--- src/rtl/fs_pkg.sv ---
package fs_pkg;
  typedef enum logic [1:0] {
    LS_INV = 2'd0,
    LS_SC  = 2'd1,
    LS_PC  = 2'd2,
    LS_PD  = 2'd3
  } line_st_e;

  localparam logic [1:0] RK_UPG  = 2'd0;
  localparam logic [1:0] RK_PRES = 2'd1;

  localparam logic [1:0] PK_SH  = 2'd0;
  localparam logic [1:0] PK_EX  = 2'd1;
  localparam logic [1:0] PK_UPG = 2'd2;
  localparam logic [1:0] PK_WB  = 2'd3;

  typedef enum logic [2:0] {
    SQ_IDLE   = 3'd0,
    SQ_INST   = 3'd1,
    SQ_INVL   = 3'd2,
    SQ_WAITWB = 3'd3,
    SQ_SENDWB = 3'd4,
    SQ_SENDRP = 3'd5
  } seq_e;
endpackage

--- src/rtl/fs_decode.sv ---
module fs_decode
  import fs_pkg::*;
#(
  parameter int WAY_W = 3
) (
  input  logic [1:0]       kind,
  input  logic             excl,
  input  logic             has_wr,
  input  logic [WAY_W-1:0] own_way,
  input  logic [WAY_W-1:0] vict_way,
  input  logic [1:0]       vict_state,
  output logic [1:0]       new_state,
  output logic [WAY_W-1:0] tgt_way,
  output logic             need_victim,
  output logic             need_inv,
  output logic             need_wb,
  output logic [1:0]       rel_kind
);
  line_st_e fill_st;

  always_comb begin
    need_victim = (kind != RK_UPG) && (kind != RK_PRES);
    need_inv    = need_victim && (line_st_e'(vict_state) != LS_INV);
    need_wb     = need_victim && (line_st_e'(vict_state) == LS_PD);
    tgt_way     = need_victim ? vict_way : own_way;

    if (kind == RK_UPG || has_wr) fill_st = LS_PD;
    else if (excl)                fill_st = LS_PC;
    else                          fill_st = LS_SC;
    new_state = fill_st;

    if (kind == RK_UPG) rel_kind = PK_UPG;
    else if (excl)      rel_kind = PK_EX;
    else                rel_kind = PK_SH;
  end
endmodule

--- src/rtl/fs_ctrl.sv ---
module fs_ctrl
  import fs_pkg::*;
#(
  parameter int SET_W = 8,
  parameter int WAY_W = 3,
  parameter int TAG_W = 20
) (
  input  logic             clk,
  input  logic             rst,
  input  logic             stall,
  input  logic             rep_valid,
  input  logic [1:0]       rep_kind,
  input  logic             rep_excl,
  input  logic             rep_has_wr,
  input  logic [SET_W-1:0] rep_set,
  input  logic [TAG_W-1:0] rep_tag,
  input  logic [WAY_W-1:0] rep_way,
  output logic             rep_ready,
  output logic [1:0]       c_kind,
  output logic             c_excl,
  output logic             c_wr,
  output logic [SET_W-1:0] c_set,
  output logic [TAG_W-1:0] c_tag,
  output logic [WAY_W-1:0] c_way,
  input  logic             d_need_victim,
  input  logic             d_need_inv,
  input  logic             d_need_wb,
  input  logic             vict_valid,
  input  logic [TAG_W-1:0] vict_tag,
  input  logic             l1_wb_mode,
  input  logic             q_i_full,
  input  logic             q_d_full,
  input  logic             ack_valid,
  input  logic             ack_wb,
  input  logic             pipe_ready,
  output logic             inst_go,
  output logic             inv_go,
  output logic             pipe_req,
  output logic             pipe_wb_sel,
  output logic             rel_go,
  output logic [TAG_W-1:0] v_tag
);
  seq_e step;
  logic wb_pend;

  always_comb begin
    rep_ready   = (step == SQ_IDLE);
    inst_go     = (step == SQ_INST) && !stall && (!d_need_victim || vict_valid);
    inv_go      = (step == SQ_INVL) && !stall && !q_i_full && !q_d_full;
    pipe_wb_sel = (step == SQ_SENDWB);
    pipe_req    = !stall && (((step == SQ_SENDWB) && wb_pend) || (step == SQ_SENDRP));
    rel_go      = (step == SQ_SENDRP) && pipe_req && pipe_ready;
  end

  always_ff @(posedge clk) begin
    if (rst) begin
      step    <= SQ_IDLE;
      wb_pend <= 1'b0;
      v_tag   <= '0;
      c_kind  <= '0;
      c_excl  <= 1'b0;
      c_wr    <= 1'b0;
      c_set   <= '0;
      c_tag   <= '0;
      c_way   <= '0;
    end else begin
      case (step)
        SQ_IDLE: if (rep_valid) begin
          c_kind <= rep_kind;
          c_excl <= rep_excl;
          c_wr   <= rep_has_wr;
          c_set  <= rep_set;
          c_tag  <= rep_tag;
          c_way  <= rep_way;
          step   <= SQ_INST;
        end
        SQ_INST: if (inst_go) begin
          wb_pend <= d_need_wb;
          v_tag   <= vict_tag;
          step    <= d_need_inv ? SQ_INVL : SQ_SENDRP;
        end
        SQ_INVL: if (inv_go) step <= l1_wb_mode ? SQ_WAITWB : SQ_SENDWB;
        SQ_WAITWB: if (ack_valid) begin
          if (ack_wb) wb_pend <= 1'b1;
          step <= SQ_SENDWB;
        end
        SQ_SENDWB: begin
          if (!wb_pend && !stall)          step <= SQ_SENDRP;
          else if (pipe_req && pipe_ready) step <= SQ_SENDRP;
        end
        SQ_SENDRP: if (rel_go) begin
          wb_pend <= 1'b0;
          step    <= SQ_IDLE;
        end
        default: step <= SQ_IDLE;
      endcase
    end
  end
endmodule

--- src/rtl/fs_pipe_mux.sv ---
module fs_pipe_mux
  import fs_pkg::*;
#(
  parameter int SET_W = 8,
  parameter int TAG_W = 20
) (
  input  logic             req,
  input  logic             wb_sel,
  input  logic [SET_W-1:0] set_i,
  input  logic [TAG_W-1:0] rep_tag,
  input  logic [TAG_W-1:0] vic_tag,
  input  logic [1:0]       rep_kind,
  output logic             valid,
  output logic [1:0]       kind,
  output logic [SET_W-1:0] set_o,
  output logic [TAG_W-1:0] tag
);
  always_comb begin
    valid = req;
    set_o = set_i;
    kind  = wb_sel ? PK_WB : rep_kind;
    tag   = wb_sel ? vic_tag : rep_tag;
  end
endmodule

--- src/rtl/fill_seq.sv ---
module fill_seq
  import fs_pkg::*;
#(
  parameter int SET_W = 8,
  parameter int WAY_W = 3,
  parameter int TAG_W = 20
) (
  input  logic             clk,
  input  logic             rst,
  input  logic             stall_reply,
  input  logic             rep_valid,
  output logic             rep_ready,
  input  logic [1:0]       rep_kind,
  input  logic             rep_excl,
  input  logic             rep_has_wr,
  input  logic [SET_W-1:0] rep_set,
  input  logic [TAG_W-1:0] rep_tag,
  input  logic [WAY_W-1:0] rep_way,
  input  logic             vict_valid,
  input  logic [WAY_W-1:0] vict_way,
  input  logic [1:0]       vict_state,
  input  logic [TAG_W-1:0] vict_tag,
  input  logic             l1_wb_mode,
  input  logic             inv_i_full,
  input  logic             inv_d_full,
  output logic             inv_i_push,
  output logic             inv_d_push,
  output logic [SET_W-1:0] inv_set,
  output logic [TAG_W-1:0] inv_tag,
  input  logic             inv_ack_valid,
  input  logic             inv_ack_wb,
  output logic             pipe_valid,
  input  logic             pipe_ready,
  output logic [1:0]       pipe_kind,
  output logic [SET_W-1:0] pipe_set,
  output logic [TAG_W-1:0] pipe_tag,
  output logic             st_we,
  output logic [SET_W-1:0] st_set,
  output logic [WAY_W-1:0] st_way,
  output logic [TAG_W-1:0] st_tag,
  output logic [1:0]       st_state,
  output logic             rel_valid,
  output logic [1:0]       rel_kind
);
  logic [1:0]       c_kind;
  logic             c_excl, c_wr;
  logic [SET_W-1:0] c_set;
  logic [TAG_W-1:0] c_tag, v_tag;
  logic [WAY_W-1:0] c_way, tgt_way;
  logic [1:0]       new_state, d_rel;
  logic             need_victim, need_inv, need_wb;
  logic             inst_go, inv_go, pipe_req, pipe_wb_sel, rel_go;

  fs_decode #(.WAY_W(WAY_W)) u_dec (
    .kind(c_kind), .excl(c_excl), .has_wr(c_wr), .own_way(c_way),
    .vict_way(vict_way), .vict_state(vict_state), .new_state(new_state),
    .tgt_way(tgt_way), .need_victim(need_victim), .need_inv(need_inv),
    .need_wb(need_wb), .rel_kind(d_rel)
  );

  fs_ctrl #(.SET_W(SET_W), .WAY_W(WAY_W), .TAG_W(TAG_W)) u_ctrl (
    .clk(clk), .rst(rst), .stall(stall_reply), .rep_valid(rep_valid),
    .rep_kind(rep_kind), .rep_excl(rep_excl), .rep_has_wr(rep_has_wr),
    .rep_set(rep_set), .rep_tag(rep_tag), .rep_way(rep_way), .rep_ready(rep_ready),
    .c_kind(c_kind), .c_excl(c_excl), .c_wr(c_wr), .c_set(c_set), .c_tag(c_tag),
    .c_way(c_way), .d_need_victim(need_victim), .d_need_inv(need_inv),
    .d_need_wb(need_wb), .vict_valid(vict_valid), .vict_tag(vict_tag),
    .l1_wb_mode(l1_wb_mode), .q_i_full(inv_i_full), .q_d_full(inv_d_full),
    .ack_valid(inv_ack_valid), .ack_wb(inv_ack_wb), .pipe_ready(pipe_ready),
    .inst_go(inst_go), .inv_go(inv_go), .pipe_req(pipe_req),
    .pipe_wb_sel(pipe_wb_sel), .rel_go(rel_go), .v_tag(v_tag)
  );

  fs_pipe_mux #(.SET_W(SET_W), .TAG_W(TAG_W)) u_mux (
    .req(pipe_req), .wb_sel(pipe_wb_sel), .set_i(c_set), .rep_tag(c_tag),
    .vic_tag(v_tag), .rep_kind(d_rel), .valid(pipe_valid), .kind(pipe_kind),
    .set_o(pipe_set), .tag(pipe_tag)
  );

  always_comb begin
    st_we      = inst_go;
    st_set     = c_set;
    st_way     = tgt_way;
    st_tag     = c_tag;
    st_state   = new_state;
    inv_i_push = inv_go;
    inv_d_push = inv_go;
    inv_set    = c_set;
    inv_tag    = v_tag;
    rel_valid  = rel_go;
    rel_kind   = d_rel;
  end
endmodule

--- config.mk ---
export PLATFORM = sky130hd
export DESIGN_NAME = fill_seq
export DESIGN_NICKNAME = d
export VERILOG_FILES = /design/src/rtl/fs_pkg.sv /design/src/rtl/fs_decode.sv /design/src/rtl/fs_ctrl.sv /design/src/rtl/fs_pipe_mux.sv /design/src/rtl/fill_seq.sv
export SDC_FILE = /design/constraint.sdc
export NUM_CORES = 1
export LEC_CHECK = 0
export BUFFER_PORTS_ARGS = -buffer_cell sky130_fd_sc_hd__clkbuf_2
export CORE_ASPECT_RATIO = 1.75
export CORE_UTILIZATION = 43
export CTS_CLUSTER_DIAMETER = 120
export DETAILED_ROUTE_END_ITERATION = 6
export GPL_TIMING_DRIVEN = 0
export PLACE_DENSITY = 0.85
export SLEW_MARGIN = 20
export SYNTH_ARGS = -nofsm -noshare
export SYNTH_HDL_FRONTEND = slang
export SYNTH_SLANG_ARGS = --single-unit
--- constraint.sdc ---
create_clock -name clk -period 2.2 [get_ports clk]
set_input_delay 0.11 -clock clk [delete_from_list [all_inputs] [get_ports clk]]
set_output_delay 0.11 -clock clk [all_outputs]
set_load 0.05 [all_outputs]
==> results of run 1 <==
## metal layers
layer	vias to the layer above	global-route usage, %
met2	121	48.7
li1	1506	-
met3	20	4.71
met1	1465	26.7
met4	0	14.8
met5	-	0
## stage by stage
| stage | instance area [um2] | hold WS (ns) | util, % | power, W |
|---|---|---|---|---|
| after floorplan | 2820 | 0.246 | - | 0.00360 |
| after global placement | 3760 | 0.332 | 60.4 | 0.00417 |
| after detailed placement | 3760 | 0.339 | 60.4 | 0.00422 |
| after CTS | 4220 | 0.00150 | 67.7 | 0.00515 |
| after global routing | 4220 | 0.00507 | 67.8 | 0.00540 |
| final | 4220 | 0.00976 | 67.8 | 0.00516 |
## repair_timing
| item | 4_1_cts | 5_1_grt |
|---|---|---|
| endpoints found under the setup margin | 19 | 20 |
| endpoints found under the hold margin | 27 | 0 |
| gates resized for setup | 4 | 4 |
| hold buffers | 27 | 0 |
## layout by cell type, fill, tap and decap left out, drive strengths merged, types with 2 or more instances in the layout
cell         synthesis  final
o21ai                3      3
a31oi                2      2
mux2i               21     21
o21bai               2      2
nor2b                4      4
inv                  4      4
nand2               74     74
o2111ai              2      2
nand2b               3      3
a21oi               38     38
mux2                23     23
nand4                2      2
nor2                27     27
clkinv               0      2
nand3b               2      2
or3                  2      2
clkbuf              12    194
buf                 28     28
nor3                 4      4
dlygate4sd3          0     27
nand3                2      2
dfxtp               59     59
## power groups by stage
stage	sequential (W)	combinational, W	clock [W]
finish	0.00141	0.00288	0.000875
global route	0.00143	0.00304	0.000935
CTS	0.00140	0.00286	0.000886
detailed placement	0.00142	0.00280	0
global placement	0.00141	0.00275	0
floorplan	0.00189	0.00171	0
## cell type report
cell class	count	area (um2)	area share, %
repair buffers	195	1110	26.3
clock inverters	2	10.0	0.237
plain buffers	40	268	6.34
multi-input cells	226	1380	32.6
inverters	4	15.0	0.355
flip-flops and latches	59	1180	28.0
well taps	80	100	2.37
clock buffers	14	163	3.85
## cell families after synthesis
family,share of synthesized area [%]
buffers and inverters,9.72
AND/OR/NAND/NOR,20.1
AO/OA/AOI/OAI,11.4
flip-flops,42.1
multiplexers,16.7
## critical path, cell delays in order (launching register included)
cell	delay, ns
dfxtp_1	0.30
buf_2	0.18
or3b_4	0.40
nor3_4	0.26
buf_8	0.20
clkbuf_2	0.30
## sequential cells by signal, summed over array words and instances, names as in the netlist
| signal | cells |
|---|---|
| u_ctrl.v_tag | 20 |
| u_ctrl.c_kind | 2 |
| u_ctrl.c_set | 8 |
| u_ctrl.c_excl | 1 |
| u_ctrl.c_way | 3 |
| u_ctrl.step | 3 |
| u_ctrl.wb_pend | 1 |
| u_ctrl.c_tag | 20 |
| u_ctrl.c_wr | 1 |
## how the worst max path moves through the flow
stage,start,depth (start not counted),slack [ns],to
2_1_floorplan,u_ctrl.step[1],4,-0.04,inv_i_push
3_3_place_gp,u_ctrl.step[2],6,0.30,pipe_tag[1]
3_5_place_dp,u_ctrl.step[2],6,0.25,pipe_tag[1]
4_1_cts,u_ctrl.step[2],6,0.03,pipe_tag[4]
5_1_grt,u_ctrl.step[2],5,0.02,st_we
6_report,u_ctrl.step[2],5,0.11,st_we
## cells in the mapped netlist, drive strengths merged
cell     count  area (um2)
inv          4        15.0
nor4         1        6.26
nand2       74         278
a31oi        2        12.5
and3b        1        8.76
nand2b       3        18.8
o221ai       1        8.76
a211o        1        8.76
buf         28         213
nor3         4        31.3
or3          2        17.5
clkbuf      12        45.0
or3b         1        11.3
mux2i       21         210
a221o        1        10.0
o31ai        1        7.51
o2111ai      2        17.5
o21ai        3        15.0
nor2        27         101
a31o         1        8.76
or2b         1        7.51
and2         1        6.26
o21a         1        7.51
a211oi       1        12.5
mux2        23         259
nor3b        1        7.51
dfxtp       59        1180
o21bai       2        15.0
nand3b       2        15.0
a21oi       38         190
o22ai        1        6.26
nand3        2        10.0
nand4        2        12.5
or2          1        6.26
nor2b        4        25.0
==> metrics, run 1 <==
Via density 5.02; max-cap violations 0; Worst Reg2Reg Path Length in Cells 6; Worst Tran Pin Value 0.526 ns; total congestion overflow 0; Met3 Wirelength 433 um; Setup Fix Bufs, Post-CTS 0; # IOs 170; Pleak 2.04 nW; PnR worst setup slack 0.114 ns; DR pass1 iterations 4; initial core utilization 45.1%; DIE AREA 6870 um2; pre-CTS setup slack 0.252 ns; number of global-route vias before repair 2936; Fmax 0.479 GHz; Netlist cell types 39; worst skew pair latency 0.33 ns; Reg clk slew, reported paths 0.07 ns; via count 3112; CTS tree done; root buffer cell clkbuf_8; P_int 0.00257 W; Clk pwr share 17.0%; DR WL/cell 14.7 um; final slew viol count 0; # setup viols final 0; WHS Path Cells 3; core area 6230 um2; Seq cells post-synth 59; DIE HEIGHT 109 um; n_diodes 0; Slew HR 64.9%; min Tclk post-route 2.09 ns; largest net degree at the start of global routing 11; post-synthesis instance area 2810 um2; Non-Filler Instances 620; Pwr Density 1220 nW/um2; Row Count 38; maximum clock path buffer count 2; sequential share of the synthesized area 42.1%; clock net sink count 59; Post-DRT Antenna Nets 0; share of cells above drive strength 1 45.2%; Detailed Route WL 9090 um; cts bufs inserted 9; DRC 0; outcome completed; placed insts 577; Worst Path Arrival 1.98 ns; reg2reg end u_ctrl.v_tag[4]; sw frac 50.1%; highest routed layer met4; hpwl dp 6370 um; first-pass GRT wire length 13700 um; fin nets 606; Synth Warn # 0; Layout area overhead 50.5%; Crit Path Max Fanout 10; RSZ-0062 raised after global routing false; min-delay src rep_tag[11]; Crit. End Element output port; met1 wire length 3330 um; DR iter-0 viols 225; startpoint types register; CP Class reg2out; P_sw 0.00259 W; clk_skew 0.00718 ns; number of fill cells in the layout 499; die width 63.1 um; Port Buf Inserts 168; initial antenna violation count 0; peak supply drop 0.773 mV; HP Class in2reg; htree depth 3; Detail Route met2 WL 5110 um; Tcrit/Tclk final 94.8%; Comb pwr share 55.8%; GRT Overall Usage 26.0%; Final GP Congestion 0.896; Worst Hold End u_ctrl.c_tag[11]; Avg Inst Size Synth 8.53 um2; r2r startpoint u_ctrl.step[2]; Syn Nets 400; sequential power share 27.3%; Final Hold Viols 0; TNS Setup 0 ns; r2r setup slk 0.41 ns; data required time of the critical path 2.09 ns; Syn Inst Count 329
No activity file was read; power rests on OpenSTA's default activity.
==> inputs of run 2 (changes only) <==
GPL_ROUTABILITY_DRIVEN = 1   (was default)
HOLD_SLACK_MARGIN = 0.05   (was default)
==> run 2 against run 1 <==
Setup slack improved by 0.0062 ns. Final area grew 6.2%. First-iteration DRC count shrank 9.8%. Clock-buffer cell count is the same. Flip-flop and latch count stayed put. Utilization increased by 4.2 points. Sequential power about the same. Die area unchanged. Wire length rose by 7.8%. Critical path type unchanged.
==> metrics, run 2 (synthesized netlist as in run 1, its figures left out) <==
# IOs 170; htree depth 3; initial core utilization 45.1%; root buffer cell clkbuf_8; Pleak 2.15 nW; via count 3208; data required time of the critical path 2.09 ns; number of global-route vias before repair 3178; Row Count 38; commonest non-fill, non-tap cell in the layout clkbuf_2; DIE HEIGHT 109 um; number of fill cells in the layout 448; first-pass GRT wire length 14800 um; cts bufs inserted 9; maximum clock path buffer count 2; Pwr Density 1160 nW/um2; Port Buf Inserts 168; DIE AREA 6870 um2; Tcrit/Tclk final 94.5%; worst skew pair latency 0.32 ns; Slew HR 63.6%; max-cap violations 0; Final Hold Viols 0; HP Class in2reg; DR pass1 iterations 4; Final GP Congestion 0.896; CP Class reg2out; DR WL/cell 15.2 um; P_sw 0.00262 W; largest net degree at the start of global routing 11; hpwl dp 6370 um; clock net sink count 59; share of cells above drive strength 1 42.9%; Crit. End Element output port; total congestion overflow 0; Detailed Route WL 9800 um; Clk pwr share 16.8%; clk_skew 0.00951 ns; DP Area 3760 um2; Crit Path Max Fanout 10; GRT Overall Usage 28.1%; CTS tree done; initial antenna violation count 0; total chip power 0.00523 W; Post-DRT Antenna Nets 0; min Tclk post-route 2.08 ns; Reg clk slew, reported paths 0.07 ns; post-route cell area 4490 um2; most frequent cells in the layout clkbuf_2 (168), nand2_1 (74), dfxtp_1 (59); outcome completed; Worst Path Arrival 1.97 ns; Regs by FF count u_ctrl.c_tag (20), u_ctrl.v_tag (20), u_ctrl.c_set (8); DR iter-0 viols 203; sequential power share 27.0%; DRC 0; final core utilization 72.0%; n_diodes 0; peak supply drop 0.728 mV; Layout area overhead 59.9%; Comb pwr share 56.3%; P_int 0.00261 W; Fin Hold WS 0.0530 ns; Via density 4.97; Setup Fix Bufs, Post-CTS 0; core area 6230 um2; Worst Tran Pin Value 0.546 ns; RSZ-0062 raised after global routing false; # setup viols final 0; startpoint types register; fin nets 632; Fmax 0.481 GHz; die width 63.1 um; final slew viol count 0; sw frac 50.1%
run 2: stage by stage:
step | setup slack, ns | setup TNS, ns | instances
after CTS | 0.0301 | 0 | 646
after global placement | 0.298 | 0 | 577
final | 0.120 | 0 | 646
after global routing | 0.00386 | 0 | 646
after detailed placement | 0.252 | 0 | 577
after floorplan | -0.0410 | -0.0410 | 329
run 2: layer usage:
metal | routed length, um | GRT usage, % | part of all wire [%]
met3 | 435 | 4.18 | 4.4
met1 | 3520 | 28.4 | 36
met5 | 0 | 0 | 0
met4 | 311 | 16.8 | 3.2
met2 | 5540 | 53.5 | 56
run 2: final timing paths:
path	from	slack, ns	endpoint	depth (start not counted)
min reg2reg	u_ctrl.c_way[2]	0.46	u_ctrl.c_way[2]	2
min	vict_tag[16]	0.05	u_ctrl.v_tag[16]	3
max	u_ctrl.step[0]	0.12	st_we	5
max reg2reg	u_ctrl.step[0]	0.38	u_ctrl.v_tag[9]	6
run 2: power groups by stage:
stage,Combinational [W],Sequential [W],Clock [W]
floorplan,0.00171,0.00189,0
global placement,0.00275,0.00141,0
detailed placement,0.00280,0.00142,0
CTS,0.00290,0.00140,0.000886
global route,0.00310,0.00143,0.000929
finish,0.00294,0.00141,0.000876
run 2: worst max-delay path: stages, from the launching register on:
cell      delay (ns)
dfxtp_1         0.30
buf_4           0.16
or3b_4          0.41
nor3_4          0.26
buf_8           0.21
clkbuf_2        0.30
run 2: timing repair:
| item | in CTS | in global routing |
|---|---|---|
| gates resized for setup | 4 | 3 |
| pin swaps | 0 | 0 |
| gates cloned | 0 | 0 |
| endpoints found under the setup margin | 19 | 19 |
| hold buffers | 53 | 0 |
| endpoints found under the hold margin | 53 | 0 |
run 2: cell type report:
cell class / count / area, um2 / area share, %
Multi-Input combinational cell: 226 / 1380 / 30.7
Buffer: 40 / 270 / 6.02
Timing Repair Buffer: 221 / 1370 / 30.6
Clock inverter: 2 / 10.0 / 0.223
Sequential cell: 59 / 1180 / 26.3
Inverter: 4 / 15.0 / 0.335
Tap cell: 80 / 100 / 2.23
Clock buffer: 14 / 163 / 3.63
